## config.mk

```make
export PLATFORM = sky130hd
export DESIGN_NAME = pcm_clk_mode_sel
export DESIGN_NICKNAME = d
export VERILOG_FILES = /design/src/rtl/pcm_clk_pkg.sv /design/src/rtl/sel_classifier.sv /design/src/rtl/frame_len_meas.sv /design/src/rtl/frame_divider.sv /design/src/rtl/pcm_clk_mode_sel.sv
export SDC_FILE = /design/constraint.sdc
export NUM_CORES = 1
export LEC_CHECK = 0
export BUFFER_PORTS_ARGS = -buffer_cell sky130_fd_sc_hd__buf_2
export CORE_UTILIZATION = 45
export CTS_CLUSTER_SIZE = 10
export DETAILED_ROUTE_END_ITERATION = 6
export PLACE_DENSITY = 0.69
export SLEW_MARGIN = 25
export SYNTH_ARGS = -nofsm -noshare
export SYNTH_HDL_FRONTEND = slang
export SYNTH_HIERARCHICAL = 1
export SYNTH_SLANG_ARGS = --single-unit
```

## constraint.sdc

```tcl
create_clock -name clk -period 3.9 [get_ports clk]
set_input_delay 0.39 -clock clk [delete_from_list [all_inputs] [get_ports clk]]
set_output_delay 0.39 -clock clk [all_outputs]
set_load 0.005 [all_outputs]
```

## src/rtl/pcm_clk_pkg.sv

```systemverilog
package pcm_clk_pkg;
  typedef enum logic [1:0] {
    SEL_LOW    = 2'd0,
    SEL_HIGH   = 2'd1,
    SEL_TOGGLE = 2'd2
  } sel_class_e;

  localparam int RATIO_W   = 9;
  localparam int RATIO_FAST = 256;
  localparam int RATIO_T1   = 193;
  localparam int RATIO_BASE = 192;
endpackage

```

## src/rtl/sel_classifier.sv

```systemverilog
module sel_classifier
  import pcm_clk_pkg::*;
#(
  parameter int WIN_CYC  = 64,
  parameter int EDGE_MIN = 4
) (
  input  logic       clk,
  input  logic       rst_n,
  input  logic       sel_pin,
  output sel_class_e cls
);
  localparam int WW = $clog2(WIN_CYC);
  localparam int EW = $clog2(WIN_CYC + 1);
  localparam logic [WW-1:0] WLAST = WW'(WIN_CYC - 1);

  logic          s_meta, s_sync, s_prev;
  logic [WW-1:0] wcnt;
  logic [EW-1:0] ecnt;
  logic          edge_seen, win_end;
  logic [EW-1:0] ecnt_total;
  sel_class_e    win_cls, last_cls, cls_q;

  assign edge_seen  = s_sync ^ s_prev;
  assign win_end    = (wcnt == WLAST);
  assign ecnt_total = ecnt + EW'(edge_seen);

  always_comb begin
    if (ecnt_total >= EW'(EDGE_MIN)) win_cls = SEL_TOGGLE;
    else if (s_sync)                 win_cls = SEL_HIGH;
    else                             win_cls = SEL_LOW;
  end

  always_ff @(posedge clk or negedge rst_n) begin
    if (!rst_n) begin
      s_meta   <= 1'b1;
      s_sync   <= 1'b1;
      s_prev   <= 1'b1;
      wcnt     <= '0;
      ecnt     <= '0;
      last_cls <= SEL_HIGH;
      cls_q    <= SEL_HIGH;
    end else begin
      s_meta <= sel_pin;
      s_sync <= s_meta;
      s_prev <= s_sync;
      wcnt   <= win_end ? '0 : wcnt + 1'b1;
      if (win_end) begin
        ecnt     <= '0;
        last_cls <= win_cls;
        if (win_cls == last_cls) cls_q <= win_cls;
      end else begin
        ecnt <= ecnt_total;
      end
    end
  end

  assign cls = cls_q;

  // the committed class moves only on a window boundary
  p_class_at_window_r6: assert property (@(posedge clk) disable iff (!rst_n)
    !$stable(cls_q) |-> $past(win_end));
  // a commit needs the previous window to have agreed
  p_class_agrees_r6: assert property (@(posedge clk) disable iff (!rst_n)
    !$stable(cls_q) |-> (cls_q == $past(last_cls)));
endmodule

```

## src/rtl/frame_len_meas.sv

```systemverilog
module frame_len_meas #(
  parameter int CNT_W = 10
) (
  input  logic clk,
  input  logic rst_n,
  input  logic fsx,
  output logic is_long
);
  localparam logic [CNT_W-1:0] CNT_MAX = '1;

  logic             f_meta, f_sync, f_prev, seen_first, fs_rise;
  logic [CNT_W-1:0] cnt;

  assign fs_rise = f_sync & ~f_prev;

  always_ff @(posedge clk or negedge rst_n) begin
    if (!rst_n) begin
      f_meta     <= 1'b0;
      f_sync     <= 1'b0;
      f_prev     <= 1'b0;
      seen_first <= 1'b0;
      cnt        <= '0;
      is_long    <= 1'b0;
    end else begin
      f_meta <= fsx;
      f_sync <= f_meta;
      f_prev <= f_sync;
      if (fs_rise) begin
        cnt        <= CNT_W'(1);
        seen_first <= 1'b1;
        if (seen_first) begin
          if (cnt == CNT_W'(193))      is_long <= 1'b1;
          else if (cnt == CNT_W'(192)) is_long <= 1'b0;
        end
      end else if (cnt != CNT_MAX) begin
        cnt <= cnt + 1'b1;
      end
    end
  end

  // the length choice changes only after a frame-sync rising edge
  p_len_on_sync_r7: assert property (@(posedge clk) disable iff (!rst_n)
    !$stable(is_long) |-> $past(fs_rise));
endmodule

```

## src/rtl/frame_divider.sv

```systemverilog
module frame_divider #(
  parameter int RW = 9
) (
  input  logic          clk,
  input  logic          rst_n,
  input  logic [RW-1:0] ratio,
  output logic          tick
);
  logic [RW-1:0] cnt;
  logic          wrap;

  assign wrap = (cnt >= ratio - 1'b1);

  always_ff @(posedge clk or negedge rst_n) begin
    if (!rst_n) cnt <= '0;
    else        cnt <= wrap ? '0 : cnt + 1'b1;
  end

  assign tick = wrap;

  // the tick lasts exactly one cycle
  p_tick_single_r8: assert property (@(posedge clk) disable iff (!rst_n)
    tick |=> !tick);
endmodule

```

## src/rtl/pcm_clk_mode_sel.sv

```systemverilog
module pcm_clk_mode_sel
  import pcm_clk_pkg::*;
#(
  parameter int WIN_CYC  = 64,
  parameter int EDGE_MIN = 4,
  parameter int CNT_W    = 10
) (
  input  logic               clk,
  input  logic               rst_n,
  input  logic               alaw,
  input  logic               sel_pin,
  input  logic               fsx,
  input  logic               rx_mclk_pdn,
  output logic               mode_async,
  output logic [RATIO_W-1:0] ratio,
  output logic               frame_tick,
  output logic               rx_clk_shared
);
  sel_class_e cls;
  logic       is_long, use_fast;
  logic       pdn_meta, pdn_sync;

  sel_classifier #(.WIN_CYC(WIN_CYC), .EDGE_MIN(EDGE_MIN)) cls_i (
    .clk(clk), .rst_n(rst_n), .sel_pin(sel_pin), .cls(cls));

  frame_len_meas #(.CNT_W(CNT_W)) meas_i (
    .clk(clk), .rst_n(rst_n), .fsx(fsx), .is_long(is_long));

  always_comb begin
    unique case (cls)
      SEL_TOGGLE: use_fast = alaw;
      SEL_LOW:    use_fast = ~alaw;
      default:    use_fast = alaw;
    endcase
  end

  assign mode_async = (cls == SEL_TOGGLE);
  assign ratio = use_fast ? RATIO_W'(RATIO_FAST)
               : (is_long ? RATIO_W'(RATIO_T1) : RATIO_W'(RATIO_BASE));

  always_ff @(posedge clk or negedge rst_n) begin
    if (!rst_n) begin
      pdn_meta <= 1'b1;
      pdn_sync <= 1'b1;
    end else begin
      pdn_meta <= rx_mclk_pdn;
      pdn_sync <= pdn_meta;
    end
  end

  assign rx_clk_shared = ~mode_async & ~pdn_sync;

  frame_divider #(.RW(RATIO_W)) div_i (
    .clk(clk), .rst_n(rst_n), .ratio(ratio), .tick(frame_tick));

  // only the three frame lengths ever appear
  p_ratio_legal_r10: assert property (@(posedge clk) disable iff (!rst_n)
    (ratio == 9'd192) || (ratio == 9'd193) || (ratio == 9'd256));
  // asynchronous operation uses the native rate of the variant
  p_async_native_r5: assert property (@(posedge clk) disable iff (!rst_n)
    mode_async |-> ((ratio == 9'd256) == alaw));
  // sharing the transmit clock excludes asynchronous operation
  p_shared_sync_r9: assert property (@(posedge clk) disable iff (!rst_n)
    rx_clk_shared |-> !mode_async);
endmodule

```

==> results by group, run 1 <==
Run status
  – Status: finished clean

STA
  – Final worst-path cycle share: 93.4%
  – RSZ-0062 raised after global routing: no
  – Final Critical Period: 3640 ps
  – Clk_skew: roughly 6.6 ps
  – Max Clock Freq: 0.275 GHz
  – Post-route setup TNS: 0 ps
  – Hold Vio Cnt, Final: 0
  – Pins Over Slew Limit: 0
  – Actual slew at the worst max-slew pin: around 570 ps
  – Worst rel slew slack: between 60% and 70%
  – Final setup viols: 0

Synthesis
  – Post-Syn Area: approximately 2600 um^2
  – Number of synthesized flops with an enable pin: 0
  – Leading area contributor after synthesis: dfrtp_1
  – Gate Count Post-Synth: 260
  – Average cell area after synthesis: roughly 10 um^2
  – Share of the synthesized area in the top cell type: 37.8%
  – Ys Warns: 6
  – Top FF cell, synth: dfrtp_1
  – Synth unique cells: 51
  – Area contributors post-synth: dfrtp_1 38%, ha_1 8.2%, dfstp_2 7.1%
  – Sequential share of the synthesized area: between 40% and 50%
  – Synth Register Bits: 46
  – Ys async rst share: 100%

Critical path
  – Req. time, crit path: between 3000 and 4000 ps
  – CP Class: flop to output port
  – CP Launch Type: flop
  – Worst path slowest cell: dfrtp_1
  – Worst Path Max Fanout: 10
  – CP Cell Sequence: or3_4, and3_1, inv_1, ha_1, inv_1, nor4_4, xnor2_1, ha_1, a41oi_1, o21ai_0, a21o_1, buf_2
  – CP arrival: approximately 3300 ps
  – CP endpoint kind: output port
  – Critical path's largest stage delay: 420 ps

Cells and area
  – P&R area growth vs syn: 10.6%
  – Fin nets: 312
  – FF/Latch Area: about 1200 um^2
  – Final Util: about half
  – Fin area: between 2000 and 3000 um^2
  – Share of cells above drive strength 1: between 10 and 15%
  – Multi-input gate area: ~1400 um^2
  – Most frequent cells in the layout: 39 x dfrtp_1, 32 x nor2_1, 21 x conb_1
  – # diodes: 0
  – Fillers: slightly above 500
  – Commonest non-fill, non-tap cell in the layout: dfrtp_1

Power
  – LEAKAGE: ~1.3 nW
  – Pwr per Cell Area: roughly 490 nW/um^2
  – Peak supply drop: roughly 0.00023 V

Floorplan
  – Die height: just under 80 um
  – Core area: around 5500 um^2
  – Die area: between 6000 and 7000 um^2
  – FP Rows: 27
  – Initial core utilization: a little under half
  – Die width: between 70 and 80 um
  – # IOs: 18

Detailed routing
  – Antenna-violating nets left: 0
  – Routed wire length: roughly 4.3 mm
  – Initial DRT Pass Iterations: 4
  – Post-route DRC violation count: 0
  – 1st-iter DRT viols: 57
  – DR vias/cell: ~5
  – Drt wl/cell: 12.0 um
  – Via Count: between 1500 and 2000

Global routing
  – Grt ovf: 0
  – GRT Total Usage: about 16%
  – Number of global-route vias before repair: 1795
  – Initial antenna violation count: 0
  – First-pass GRT wire length: between 7 and 8 mm
  – Largest net degree at the start of global routing: 47

Place
  – Placed cell area: 2740 um^2
  – Global placement routability congestion: slightly below 0.8
  – Detailed Place HPWL: about 3.2 mm
  – PortBufs: 12

Run
  – MaxCap Viol Count: 0

CTS
  – TritonCTS buffer count: 5
  – Reg clk slew, reported paths: 90 ps
  – Hold Buf Count CTS: 0
  – CTS Buffer Depth: 2
  – Sink Count: 46
  – Worst-skew pair later-pin latency: just under 300 ps
  – Post-CTS Repair Setup Buffers: 0
  – CTS H-Tree Depth: 2
  – Post-CTS resize count: 0
  – Clock root buffer master: clkbuf_8
  – CTS tree: yes

Min path
  – Min-delay worst type: input port to async pin
## where the power goes
part           switching [mW]  internal (mW)
registers               0.109          0.567
logic                   0.192          0.163
clock network           0.162          0.192
## per-layer routing
metal / track usage [%] / routed length [um] / up-vias / part of all wire [%]
met5: 0 / 0 / - / 0
li1: - / - / 935 / -
met1: 20.3 / 2110 / 865 / 49
met2: 28.1 / 2040 / 28 / 47
met4: 4.72 / 29 / 0 / 0.67
met3: 3.53 / 146 / 2 / 3.4
## final cells by class
| cell class | count | share of cell area [%] |
|---|---|---|
| clock buffer | 5 | 2.41 |
| clock inverter | 3 | 1.53 |
| inverter | 12 | 1.58 |
| multi-input combinational | 212 | 48.5 |
| sequential | 46 | 40.6 |
| tap | 72 | 3.15 |
| timing repair buffer | 12 | 2.19 |
## worst max-delay path, delay by kind of cell (launching register included)
family / cells / cell delay, ps
AO/OA/AOI/OAI: 3 / 580
AND/OR/NAND/NOR: 3 / 960
adder cells (fa/ha/maj): 2 / 480
buffers and inverters: 3 / 380
flip-flops: 1 / 420
XOR/XNOR: 1 / 160
## Yosys cell counts, types with 2 or more instances
cell type / number
nor3_1: 8
o21ai_0: 13
and2_1: 6
nor2_1: 32
mux2i_1: 2
ha_1: 17
and3_1: 7
xor2_1: 14
dfrtp_1: 39
inv_1: 12
buf_4: 8
nand4_1: 5
or3_1: 3
nor2b_1: 6
a21oi_1: 5
nor4_4: 2
nand2_1: 19
dfstp_2: 7
nand3_1: 13
o31ai_1: 2
xnor2_1: 10
## stage by stage
stage | setup slack, ps | std cells | hold slack (ps) | power (mW)
CTS | 220 | 362 | 174 | 1.41
global placement | 632 | 354 | 333 | 1.02
floorplan | 845 | 280 | 94.4 | 0.946
detailed placement | 533 | 354 | 343 | 1.04
global route | 45.0 | 362 | 121 | 1.51
finish | 257 | 362 | 63.8 | 1.39
## logic make-up (layout without fill, tap and decap cells)
| kind of cell | Yosys count | count (layout) | synth area share [%] |
|---|---|---|---|
| simple gates | 115 | 115 | 24.6 |
| flops | 46 | 46 | 44.9 |
| compound gates | 32 | 32 | 8.43 |
| xor+xnor | 24 | 24 | 8.14 |
| buf+inv | 22 | 32 | 4.36 |
| fa+ha+maj | 17 | 17 | 8.23 |
| mux | 3 | 3 | 1.21 |
| other cells | 1 | 21 | 0.145 |
## path summary, 6_finish.rpt
kind                              startpoint       endpoint  slack [ps]  cells after the start
worst max register to register  cls_i/cls[1]   div_i/cnt[4]         890                     12
min in group clk                 rx_mclk_pdn       pdn_meta         190                      1
max in group asynchronous              rst_n   cls_i/s_prev        3430                      1
worst min register to register  cls_i/s_meta   cls_i/s_sync         360                      0
worst max-delay path            cls_i/cls[1]     frame_tick         260                     12
worst min-delay path                   rst_n  cls_i/ecnt[3]          60                      1
## sequential cells by signal (all words and copies together) (netlist names), 2 cells and up
signal / count
cls_i/last_cls: 2
cls_i/cls: 2
cls_i/wcnt: 6
meas_i/cnt: 10
div_i/cnt: 9
cls_i/ecnt: 7
Power figures use the tool's default switching activity.
==> inputs of run 2 (changes only) <==
- PLACE_DENSITY: 0.69 -> 0.63
==> results by group, run 2 (synthesis gave the netlist of run 1 again) <==
STA
  – Clk_skew: roughly 11 ps
  – Actual slew at the worst max-slew pin: roughly 570 ps
  – Hold Vio Cnt, Final: 0
  – Worst rel slew slack: 61.8%
  – Final Worst Setup Slack: about 270 ps
  – Hold WS: between 70 and 80 ps
  – Max Clock Freq: between 0.2 and 0.3 GHz
  – Final Critical Period: around 3600 ps
  – Final worst-path cycle share: roughly 93%
  – Post-route setup TNS: 0 ps
  – Final setup viols: 0
  – Pins Over Slew Limit: 0
  – RSZ-0062 raised after global routing: no

Critical path
  – CP arrival: 3240 ps
  – CP bufs+invs: 3
  – Critical path's largest stage delay: around 420 ps
  – Delay-heaviest family, CP: simple AND/OR/NAND/NOR gates
  – CP Class: flop to output port
  – R2r setup slk: 880 ps
  – CP Cell Sequence: or3_4, and3_1, inv_1, ha_1, inv_1, nor4_4, xnor2_1, ha_1, a41oi_1, o21ai_0, a21o_1, buf_2
  – Req. time, crit path: ~3500 ps
  – Worst path slowest cell: dfrtp_1
  – CP endpoint kind: output port
  – Worst Path Max Fanout: 10
  – CP Launch Type: flop

Cells and area
  – Multi-input gate area: between 1000 and 1500 um^2
  – Fin area: 2830 um^2
  – Share of cells above drive strength 1: 13.4%
  – FF/Latch Area: about 1200 um^2
  – Fillers: around 520
  – Biggest register: meas_i/cnt
  – Max reg flops: 10
  – Most frequent cells in the layout: 39 x dfrtp_1, 32 x nor2_1, 21 x conb_1
  – Regs by FF count: meas_i/cnt x10, div_i/cnt x9, cls_i/ecnt x7
  – Fin nets: between 300 and 400
  – # diodes: 0
  – P&R area growth vs syn: 9.54%
  – Commonest non-fill, non-tap cell in the layout: dfrtp_1

CTS
  – Clock root buffer master: clkbuf_8
  – Post-CTS Repair Setup Buffers: 0
  – Worst-skew pair later-pin latency: roughly 300 ps
  – TritonCTS buffer count: 5
  – Hold Buf Count CTS: 0
  – Reg clk slew, reported paths: 90 ps
  – CTS H-Tree Depth: 2
  – CTS Buffer Depth: 2
  – CTS tree: yes
  – Post-CTS resize count: 0
  – Sink Count: 46

Power
  – LEAKAGE: 1.28 nW
  – Seq pwr share: a little over 50%
  – Pwr per Cell Area: between 400 and 500 nW/um^2
  – Int Power: approximately 0.86 mW
  – Design Power: approximately 1.3 mW
  – Switching part of the total: 34.6%
  – Switch Pwr: 0.452 mW
  – Gate power share: 26.9%
  – Peak supply drop: 0.000197 V
  – Clock power frac: between 20% and 30%

Run
  – MaxCap Viol Count: 0

Detailed routing
  – Drt wl/cell: ~12 um
  – Antenna-violating nets left: 0
  – Routed wire length: 4.34 mm
  – Post-route DRC violation count: 0
  – 1st-iter DRT viols: 75
  – Initial DRT Pass Iterations: 4
  – DR vias/cell: 5.03
  – Via Count: 1820

Floorplan
  – FP Rows: 27
  – Die height: roughly 78 um
  – Die width: just under 80 um
  – Initial core utilization: approximately 47%
  – Core area: 5510 um^2
  – # IOs: 18
  – Die area: 6050 um^2

Global routing
  – First-pass GRT wire length: ~7.7 mm
  – Number of global-route vias before repair: 1733
  – Largest net degree at the start of global routing: between 40 and 50
  – GRT Total Usage: between 15 and 20%
  – Grt ovf: 0
  – Initial antenna violation count: 0

Place
  – PortBufs: 12
  – Placed cell area: 2740 um^2
  – Global placement routability congestion: ~0.85
  – Detailed Place HPWL: about 3.1 mm
  – Post-Place Setup Slack: about 570 ps

Run status
  – Status: finished clean

Min path
  – Min-delay worst type: input port to async pin
## run 2: changes by cell type in the layout (fill, tap and decap cells not counted)
cell and change:
clkinv_4 +1, inv_6 -1, clkbuf_1 +1, bufinv_16 -1
## run 2: stage by stage
step	utilization [%]	cells
CTS	51.4	362
global route	51.4	362
finish	51.4	362
floorplan	-	280
global placement	49.8	354
detailed placement	49.8	354
## run 2: metal layers
layer  wire (um)  up-vias  global-route usage (%)
met5           0        -                       0
met1        2170      865                    20.9
met4          69        0                    6.23
li1            -      928                       -
met2        1990       21                    27.2
met3         115        6                    3.29
## run 2: power by group through the flow
stage / sequential, mW / clock (mW) / combinational, mW
2_1_floorplan: 0.655 / 0 / 0.290
3_3_place_gp: 0.683 / 0 / 0.344
3_5_place_dp: 0.684 / 0 / 0.353
4_1_cts: 0.676 / 0.303 / 0.356
5_1_grt: 0.694 / 0.316 / 0.418
6_report: 0.673 / 0.283 / 0.351
## run 2: path summary, 6_finish.rpt
kind,start,endpoint,depth (start not counted)
max,cls_i/cls[1],frame_tick,12
min,rst_n,cls_i/ecnt[3],1
max reg2reg,cls_i/cls[1],div_i/cnt[7],12
min reg2reg,meas_i/f_meta,meas_i/f_sync,0
max in group asynchronous,rst_n,cls_i/s_meta,1
min in group clk,rx_mclk_pdn,pdn_meta,1
## run 2: cell type report
class                   count  area share (%)
repair buffers             12            2.21
well taps                  72            3.18
clock inverters             2           0.486
flip-flops and latches     46            41.0
multi-input cells         212            49.0
clock buffers               6            2.56
inverters                  12            1.59
## run 2: worst reg2reg max path, stage by stage (launching register included)
cell and delay (ps):
dfrtp_1 420, or3_4 400, and3_1 260, inv_1 100
ha_1 210, inv_1 90, nor4_4 280, xnor2_1 150
ha_1 270, a41oi_1 210, o21ai_0 110, a21o_1 270
nor2_1 170
==> inputs of run 3 (changes only) <==
- REMOVE_ABC_BUFFERS: default -> 1
==> results by group, run 3 (synthesis gave the netlist of run 1 again) <==
Cells and area
  – Max reg flops: 10
  – Fin area: 2840 um^2
  – Share of cells above drive strength 1: between 10 and 15%
  – Biggest register: meas_i/cnt
  – P&R area growth vs syn: 9.98%
  – # diodes: 0
  – Fin nets: around 310
  – Most frequent cells in the layout: 39 x dfrtp_1, 32 x nor2_1, 21 x conb_1
  – Regs by FF count: meas_i/cnt x10, div_i/cnt x9, cls_i/ecnt x7
  – Fillers: between 500 and 600
  – Commonest non-fill, non-tap cell in the layout: dfrtp_1

CTS
  – Worst-skew pair later-pin latency: ~300 ps
  – Post-CTS resize count: 0
  – Reg clk slew, reported paths: ~90 ps
  – CTS H-Tree Depth: 2
  – Sink Count: 46
  – Clock root buffer master: clkbuf_8
  – Hold Buf Count CTS: 0
  – CTS Buffer Depth: 2
  – CTS tree: yes
  – Post-CTS Repair Setup Buffers: 0
  – TritonCTS buffer count: 5

STA
  – Final setup viols: 0
  – Max Clock Freq: about 0.28 GHz
  – Clk_skew: ~4.5 ps
  – RSZ-0062 raised after global routing: no
  – Final Critical Period: between 3000 and 4000 ps
  – Final worst-path cycle share: 92.8%
  – Pins Over Slew Limit: 0
  – Worst rel slew slack: just over 60%
  – Post-route setup TNS: 0 ps
  – Hold WS: 72.7 ps
  – Hold Vio Cnt, Final: 0
  – Actual slew at the worst max-slew pin: about 580 ps

Floorplan
  – Die width: approximately 78 um
  – Die height: 77.8 um
  – # IOs: 18
  – Initial core utilization: between 40% and 50%
  – Core area: 5510 um^2
  – FP Rows: 27
  – Die area: around 6000 um^2

Place
  – Detailed Place HPWL: between 3 and 4 mm
  – Placed cell area: 2740 um^2
  – Global placement routability congestion: roughly 0.85
  – PortBufs: 12

Critical path
  – CP endpoint kind: output port
  – CP Launch Type: flop
  – CP Cell Sequence: or3_4, and3_1, inv_1, ha_1, inv_1, nor4_4, xnor2_1, ha_1, a41oi_1, o21ai_0, a21o_1, buf_2
  – Critical path's largest stage delay: roughly 420 ps
  – Worst Path Max Fanout: 10
  – Worst path slowest cell: dfrtp_1
  – CP arrival: about 3200 ps
  – CP Class: flop to output port
  – Req. time, crit path: around 3500 ps

Global routing
  – Number of global-route vias before repair: ~1700
  – Largest net degree at the start of global routing: 47
  – GRT Total Usage: between 10% and 20%
  – Initial antenna violation count: 0
  – First-pass GRT wire length: 7.66 mm
  – Grt ovf: 0

Detailed routing
  – 1st-iter DRT viols: 53
  – Routed wire length: 4.31 mm
  – Initial DRT Pass Iterations: 4
  – Drt wl/cell: around 12 um
  – Antenna-violating nets left: 0
  – Via Count: approximately 1800
  – DR vias/cell: slightly below 5
  – Post-route DRC violation count: 0

Power
  – LEAKAGE: 1.29 nW
  – Design Power: about 1.3 mW
  – Pwr per Cell Area: 469 nW/um^2
  – Peak supply drop: approximately 0.00019 V

Min path
  – Min-delay worst type: input port to async pin

Run
  – MaxCap Viol Count: 0

Run status
  – Status: finished clean
==> run 3: cell types whose count changed in the layout (fill, tap and decap cells not counted), sizes merged <==
cell,before,now
inv,12,14
clkbuf,6,5
clkinv,2,1
==> run 3: cell type report <==
| cell class | count | area [um^2] | share of cell area, % |
|---|---|---|---|
| sequential | 46 | 1160 | 40.8 |
| clock buffer | 5 | 68.8 | 2.42 |
| tap | 72 | 90.1 | 3.17 |
| timing repair buffer | 12 | 62.6 | 2.20 |
| multi-input combinational | 212 | 1390 | 48.8 |
| inverter | 12 | 45.0 | 1.59 |
| clock inverter | 3 | 28.8 | 1.01 |
==> run 3: worst max-delay path, delay by kind of cell, from the launching register on <==
family / cells / cell delay [ps]
flops: 1 / 420
buf+inv: 3 / 370
xor+xnor: 1 / 150
compound gates: 3 / 590
simple gates: 3 / 940
fa+ha+maj: 2 / 470
==> run 3: path summary, 6_finish.rpt <==
| path | startpoint | endpoint | slack, ps | cells past startpoint |
|---|---|---|---|---|
| worst max-delay path | cls_i/cls[1] | frame_tick | 280 | 12 |
| worst min-delay path | rst_n | cls_i/ecnt[4] | 70 | 1 |
| worst max register to register | cls_i/cls[1] | div_i/cnt[7] | 920 | 12 |
| worst min register to register | cls_i/s_meta | cls_i/s_sync | 360 | 0 |
| max in group asynchronous | rst_n | meas_i/cnt[8] | 3430 | 1 |
| min in group clk | sel_pin | cls_i/s_meta | 170 | 1 |
==> run 3: through the flow <==
step / std cells / utilization (%) / setup WS (ps)
2_1_floorplan: 270 / - / 928
3_3_place_gp: 354 / 49.8 / 632
3_5_place_dp: 354 / 49.8 / 564
4_1_cts: 362 / 51.6 / 255
5_1_grt: 362 / 51.6 / 60.3
6_report: 362 / 51.6 / 280
==> run 3: report_power, final <==
part	total [mW]	leakage [nW]	internal, mW	switching, mW
sequential	0.674	0.563	0.567	0.107
combinational	0.347	0.672	0.162	0.185
clock	0.312	0.0506	0.134	0.177
total	1.33	1.29	0.864	0.469
==> run 3: routing by layer <==
metal  vias up  share of wire (%)  global-route usage (%)
met2        20                 43                    24.6
met1       837                 53                    22.4
met5         -                  0                       0
met3         5                2.5                    3.18
met4         0                1.2                    5.09
li1        930                  -                       -
